## src/rtl/reset_hub_pkg.sv

```systemverilog
// Shared constants for the reset controller: register width, default
// value and the bit positions that the self-clearing requests use.
package reset_hub_pkg;
    localparam int CFG_W = 8;
    localparam logic [CFG_W-1:0] CFG_DEFAULT = 8'h08;
    localparam int BIT_SWRST   = 4;
    localparam int BIT_CHS_CLR = 6;
    localparam int BIT_INIT    = 7;
    localparam int NUM_PULSE   = 2;
    localparam int PULSE_PIN   = 0;
    localparam int PULSE_CHS   = 1;
endpackage

```

## src/rtl/hub_pulse_timer.sv

```systemverilog
// Minimum-width pulse generator. A start request raises the output and
// clears the count. The output drops on the tick that follows HOLD_TICKS
// counted ticks. Assumes that ms_tick is a one-cycle strobe.
module hub_pulse_timer #(
    parameter int   HOLD_TICKS   = 20,
    parameter logic START_ACTIVE = 1'b0
) (
    input  logic clk,
    input  logic rst_n,
    input  logic start,
    input  logic tick,
    output logic active
);
    localparam int CW = $clog2(HOLD_TICKS + 1);

    logic [CW-1:0] cnt;

    // Count ticks while active; a start request always restarts.
    always_ff @(posedge clk) begin
        if (!rst_n) begin
            active <= START_ACTIVE;
            cnt    <= '0;
        end else if (start) begin
            active <= 1'b1;
            cnt    <= '0;
        end else if (active && tick) begin
            if (cnt == CW'(HOLD_TICKS)) begin
                active <= 1'b0;
                cnt    <= '0;
            end else begin
                cnt <= cnt + 1'b1;
            end
        end
    end
endmodule

```

## src/rtl/hub_pin_filter.sv

```systemverilog
// Debounce for an external reset on the shared pin. The pin must be seen
// low on DEBOUNCE_TICKS ticks in a row before one accept strobe is issued.
// While the block drives the pin itself (mask), the count is held at zero.
// Assumes pin_low is already synchronised.
module hub_pin_filter #(
    parameter int DEBOUNCE_TICKS = 4
) (
    input  logic clk,
    input  logic rst_n,
    input  logic pin_low,
    input  logic mask,
    input  logic tick,
    output logic accept
);
    localparam int CW = $clog2(DEBOUNCE_TICKS + 1);

    logic [CW-1:0] cnt;
    logic          fired;

    // Count low ticks; fire once per low period and rearm when it ends.
    always_ff @(posedge clk) begin
        if (!rst_n) begin
            cnt    <= '0;
            fired  <= 1'b0;
            accept <= 1'b0;
        end else begin
            accept <= 1'b0;
            if (!pin_low || mask) begin
                cnt   <= '0;
                fired <= 1'b0;
            end else if (tick && !fired) begin
                if (cnt == CW'(DEBOUNCE_TICKS - 1)) begin
                    accept <= 1'b1;
                    fired  <= 1'b1;
                    cnt    <= '0;
                end else begin
                    cnt <= cnt + 1'b1;
                end
            end
        end
    end
endmodule

```

## src/rtl/hub_cfg_reg.sv

```systemverilog
// Configuration register with self-clearing request bits. A clear
// request restores the default value. The reset-request bit is dropped
// at write time when the enable mask is low. The request bits clear
// themselves once their action has started.
module hub_cfg_reg
    import reset_hub_pkg::*;
(
    input  logic             clk,
    input  logic             rst_n,
    input  logic             wr,
    input  logic [CFG_W-1:0] wdata,
    input  logic             sw_en,
    input  logic             clear_all,
    input  logic             sw_fired,
    input  logic             chs_fired,
    output logic [CFG_W-1:0] q
);
    logic [CFG_W-1:0] wr_val;

    // Gate the software-reset request with its enable mask.
    always_comb begin
        wr_val            = wdata;
        wr_val[BIT_SWRST] = wdata[BIT_SWRST] & sw_en;
    end

    // Register update: clear first, then host write, then self-clears.
    always_ff @(posedge clk) begin
        if (!rst_n) begin
            q <= CFG_DEFAULT;
        end else if (clear_all) begin
            q <= CFG_DEFAULT;
        end else if (wr) begin
            q <= wr_val;
        end else begin
            if (sw_fired) begin
                q[BIT_SWRST] <= 1'b0;
            end
            if (chs_fired) begin
                q[BIT_CHS_CLR] <= 1'b0;
            end
        end
    end
endmodule

```

## src/rtl/reset_hub.sv

```systemverilog
// Reset controller top. It combines power-on, software, initialisation and
// external pin resets into pin drive and clear strobes, and it drives the
// chassis line low on request. Assumes one ms_tick per millisecond and a
// synchronised pin_in_n.
module reset_hub
    import reset_hub_pkg::*;
#(
    parameter int PULSE_MS    = 20,
    parameter int DEBOUNCE_MS = 4
) (
    input  logic             clk,
    input  logic             rst_n,
    input  logic             ms_tick,
    input  logic             cfg_wr,
    input  logic [CFG_W-1:0] cfg_wdata,
    input  logic             rst_out_en,
    input  logic             pin_in_n,
    output logic [CFG_W-1:0] cfg_q,
    output logic             pin_drive_low,
    output logic             intr_drive_low,
    output logic             regs_clear,
    output logic             keep_clear
);
    logic                 sw_start;
    logic                 chs_start;
    logic                 init_req;
    logic                 hw_accept;
    logic                 clear_all;
    logic [NUM_PULSE-1:0] pulse_start;
    logic [NUM_PULSE-1:0] pulse_on;

    assign sw_start  = cfg_q[BIT_SWRST];
    assign chs_start = cfg_q[BIT_CHS_CLR];
    assign init_req  = cfg_q[BIT_INIT];
    assign clear_all = init_req | hw_accept;

    assign pulse_start[PULSE_PIN] = sw_start | hw_accept;
    assign pulse_start[PULSE_CHS] = chs_start;

    hub_cfg_reg u_cfg (
        .clk       (clk),
        .rst_n     (rst_n),
        .wr        (cfg_wr),
        .wdata     (cfg_wdata),
        .sw_en     (rst_out_en),
        .clear_all (clear_all),
        .sw_fired  (sw_start),
        .chs_fired (chs_start),
        .q         (cfg_q)
    );

    hub_pin_filter #(.DEBOUNCE_TICKS(DEBOUNCE_MS)) u_filt (
        .clk     (clk),
        .rst_n   (rst_n),
        .pin_low (~pin_in_n),
        .mask    (pin_drive_low),
        .tick    (ms_tick),
        .accept  (hw_accept)
    );

    // One timer per driven line; only the reset pin is active from power-on.
    for (genvar gi = 0; gi < NUM_PULSE; gi++) begin : g_pulse
        hub_pulse_timer #(
            .HOLD_TICKS   (PULSE_MS),
            .START_ACTIVE ((gi == PULSE_PIN) ? 1'b1 : 1'b0)
        ) u_tmr (
            .clk    (clk),
            .rst_n  (rst_n),
            .start  (pulse_start[gi]),
            .tick   (ms_tick),
            .active (pulse_on[gi])
        );
    end

    assign pin_drive_low  = pulse_on[PULSE_PIN];
    assign intr_drive_low = pulse_on[PULSE_CHS];

    // Clear strobes: both during power-on, ordinary set on init or pin reset.
    always_ff @(posedge clk) begin
        if (!rst_n) begin
            regs_clear <= 1'b1;
            keep_clear <= 1'b1;
        end else begin
            regs_clear <= clear_all;
            keep_clear <= 1'b0;
        end
    end
endmodule

```

## config.mk

```make
export PLATFORM = sky130hd
export DESIGN_NAME = reset_hub
export DESIGN_NICKNAME = d
export VERILOG_FILES = /design/src/rtl/reset_hub_pkg.sv /design/src/rtl/hub_pulse_timer.sv /design/src/rtl/hub_pin_filter.sv /design/src/rtl/hub_cfg_reg.sv /design/src/rtl/reset_hub.sv
export SDC_FILE = /design/constraint.sdc
export NUM_CORES = 1
export LEC_CHECK = 0
export BUFFER_PORTS_ARGS = -buffer_cell sky130_fd_sc_hd__buf_2
export CAP_MARGIN = 20
export CORE_ASPECT_RATIO = 0.7
export CORE_UTILIZATION = 33
export CTS_CLUSTER_SIZE = 20
export DETAILED_ROUTE_END_ITERATION = 6
export PLACE_DENSITY_LB_ADDON = 0.1
export SYNTH_ARGS = -nofsm -noshare
export SYNTH_HDL_FRONTEND = slang
export SYNTH_SLANG_ARGS = --single-unit
```

## constraint.sdc

```tcl
create_clock -name clk -period 1.06 [get_ports clk]
set_input_delay 0.212 -clock clk [delete_from_list [all_inputs] [get_ports clk]]
set_output_delay 0.212 -clock clk [all_outputs]
set_load 0.02 [all_outputs]
```

==> metrics.csv <==
stage,metric,value,unit
timing,finalSetupTns,-0.412,ns
synthesis,syn_nets,137,
die,initial_core_util,35.0,%
synthesis,synth_xor_area_share,3.14,%
die,die_w,71.5,µm
grt,overflow,0,
worst_setup_path,cp-start-kind,flip-flop,
route,wl,2460,µm
timing,max_slew_margin,76.5,%
power,vdd_drop_max,0.000683,V
power,power,1.89,mW
clock_network,cts_buffers,3,
route,via_count,943,
timing,hold_viol_final,0,
worst_setup_path,slowest_delay,0.35,ns
synthesis,async_flop_share,0,%
grt,grt_use_total,14.6,%
final_layout,final_util,52.3,%
final_layout,syn_to_final_growth,49.4,%
clock_network,clock-sinks,27,
synthesis,synth-simple-area-share,21.7,%
synthesis,synth_edf_count,0,
clock_network,cts_max_level,1,
die,rows,17,
final_layout,layout.nets,182,
clock_network,cts_root_buf,clkbuf_8,
clock_network,cts_buffer_depth,2,
worst_setup_path,path_cells,ha_4 > nor2b_4 > or3_1 > a21oi_2,
worst_setup_path,cp-end-kind,flip-flop,
route,wl_per_cell,12.3,µm
clock_network,cts.clk_slew.worst_paths,0.09,ns
placed_design,io_buffers,25,
route,ant_nets,0,
synthesis,synth-main-ff-cell,dfxtp_1,
grt,grt_start_max_net_pins,16,
timing,fin_skew,0.00320,ns
grt,grt_pass1_vias,944,
synthesis,synth_fa_ha_area_share,5.61,%
synthesis,synthMuxAreaShare,4.48,%
worst_setup_path,path_max_fanout,2,
die,fp.dieH,50.7,µm
synthesis,synth_warnings,0,
synthesis,ys_seq_elements,27,
worst_setup_path,crit_slowest_cell,dfxtp_2,
clock_network,clk_latency,0.27,ns
synthesis,synth_top_cell_by_area,dfxtp_1,
synthesis,syn_inst,118,
worst_setup_path,r2r_slack,-0.07,ns
min_path,worstHoldPathCells,3,
die,die_area,3620,µm²
worst_setup_path,r2r_end,u_filt.cnt[0],
clock_network,cts_tree,yes,
die,pin_count,26,
job,maxCapViolCount,0,
worst_setup_path,reg2regPathDepth,4,
min_path,min_path_type,in -> reg,
route,viasPerCell,4.72,
timing,drv_slew,0,
timing,max_slew.worst_pin.slew,0.352,ns
timing,final_min_period_over_clock_period,107,%
final_layout,diodes,0,
power,power_density,1140,nW/µm²
synthesis,seq_area_frac_synth,48.4,%
grt,antenna_found_initial,0,
min_path,hold_end,u_cfg.q[3],
placed_design,dp_hpwl,1840,µm
synthesis,syn_avg_cell_area,9.46,µm²
final_layout,nFillCells,288,
die,core_area,3190,µm²
min_path,hp-start,cfg_wdata[3],
synthesis,synth_compound_area_share,11.5,%
timing,period_minus_slack,1.13,ns
synthesis,synth.area.top_cells,"dfxtp_1, ha_1, nand2_1",
route,drtIter0Drc,12,
synthesis,synthesis.area,1120,µm²
final_layout,layout-drive-gt1-share,54.3,%
worst_setup_path,startpoint,u_filt.cnt[1],
worst_setup_path,worst_ep_arrival_time,1.34,ns
synthesis,synth.distinct_cells,28,
run_status,outcome,"complete, but fails checks",
synthesis,synth_top_cell_area_share,48.4,%
power,p_leak,0.655,nW
timing,setup-violations-final,9,
grt,grt_pass1_wl,4010,µm
route,drc,0,
worst_setup_path,rr_startpoint,u_filt.cnt[1],
timing,setup_ws,-0.0731,ns
worst_setup_path,critPathRequiredTime,1.27,ns
timing,fmax,883,MHz
run_status,failed_checks,setup timing,
synthesis,synth_top_family_by_area,simple AND/OR/NAND/NOR gates,
placed_design,routabilityCongestion,0.717,
timing,rsz0062_at_grt,true,
route,first_pass_iters,2,
worst_setup_path,crit_type,reg -> reg,
## layout make-up
type | count | area (µm²) | area share (%)
Tap cell | 38 | 47.5 | 2.85
Timing Repair Buffer | 44 | 283 | 17.0
Clock buffer | 3 | 41.3 | 2.48
Clock inverter | 1 | 5.00 | 0.300
Multi-Input combinational cell | 79 | 684 | 41.0
Inverter | 8 | 37.5 | 2.25
Sequential cell | 27 | 569 | 34.1
## where the power goes
part           switching [mW]  internal, mW  total, mW  leakage (nW)
combinational           0.124         0.119      0.243         0.403
clock                   0.321         0.264      0.584        0.0255
sequential             0.0292          1.04       1.07         0.226
total                   0.474          1.42       1.89         0.655
## stage by stage
step,hold slack [ns],cells,setup WS (ns),area [µm²]
CTS,0.153,200,-0.0838,1640
global placement,0.427,194,-0.0852,1470
finish,0.154,200,-0.0731,1670
floorplan,0.322,118,-0.0131,1200
detailed placement,0.445,194,-0.124,1470
global route,0.154,200,-0.137,1670
## cells in the final DEF, fill, tap and decap left out, types with 2 or more instances in the layout
cell type | synthesis | routed
xnor2_1 | 2 | 2
dfxtp_1 | 27 | 16
clkbuf_8 | 0 | 3
xor2_1 | 2 | 2
o21ai_0 | 4 | 2
inv_1 | 8 | 4
a21oi_1 | 9 | 5
a21oi_2 | 0 | 4
buf_4 | 3 | 20
nand3_2 | 2 | 4
buf_6 | 0 | 2
mux2i_1 | 5 | 5
or3_1 | 5 | 5
dfxtp_4 | 0 | 6
inv_4 | 0 | 3
and3_1 | 2 | 2
dfxtp_2 | 0 | 5
nand2_4 | 0 | 2
nand2_1 | 14 | 12
nand3_1 | 5 | 2
o21ai_1 | 0 | 2
nor2_1 | 9 | 9
buf_2 | 0 | 22
ha_4 | 0 | 5
## worst max-delay path: cells and delay by family (launching register included)
family | cells | cell delay [ns]
flip-flops | 1 | 0.35
AND/OR/NAND/NOR | 2 | 0.44
AO/OA/AOI/OAI | 1 | 0.13
adder cells (fa/ha/maj) | 1 | 0.16
## flip-flops by register name, indices dropped and copies added, names as in the netlist
name and count:
u_filt.fired 1, regs_clear 1, g_pulse.u_tmr.active 2, u_filt.accept 1, keep_clear 1, u_filt.cnt 3
u_cfg.q 8, g_pulse.u_tmr.cnt 10
## cells in the mapped netlist, types with 2 or more instances
cell type,instances
xnor2_1,2
or3_1,5
xor2_1,2
and3_1,2
nor2b_1,2
ha_1,5
a21oi_1,9
mux2i_1,5
inv_1,8
o21ai_0,4
nand2b_1,2
dfxtp_1,27
nand3_2,2
nand3_1,5
buf_4,3
o31ai_1,2
nor2_1,9
nand2_1,14
## timing repair
| action | CTS | global route |
|---|---|---|
| buffers inserted | 2 | 1 |
| hold buffers | 0 | 0 |
| gates cloned | 0 | 0 |
| pin swaps | 10 | 5 |
| gates resized for setup | 28 | 12 |
| endpoints found under the setup margin | 14 | 21 |
| endpoints found under the hold margin | 0 | 0 |
## cell families after synthesis
group,Yosys count
AO/OA/AOI/OAI,19
XOR/XNOR,4
adder cells (fa/ha/maj),5
buffers and inverters,12
flip-flops,27
multiplexers,5
AND/OR/NAND/NOR,46
## worst max path at each step
stage                                    endpoint  slack [ns]  cells past startpoint
after floorplan                     u_filt.cnt[0]       -0.01                      4
after global placement    g_pulse[1].u_tmr.cnt[1]       -0.09                      5
after detailed placement  g_pulse[0].u_tmr.cnt[0]       -0.12                      4
after CTS                 g_pulse[1].u_tmr.cnt[1]       -0.08                      5
after global routing      g_pulse[1].u_tmr.cnt[4]       -0.14                      5
final                               u_filt.cnt[0]       -0.07                      4
## routing by layer
layer  global-route usage (%)  part of all wire (%)
met2                     26.2                    49
met1                     16.5                    46
met3                     4.42                   3.7
met5                        0                     0
met4                     4.90                  0.81
No activity file was read; power rests on OpenSTA's default activity.
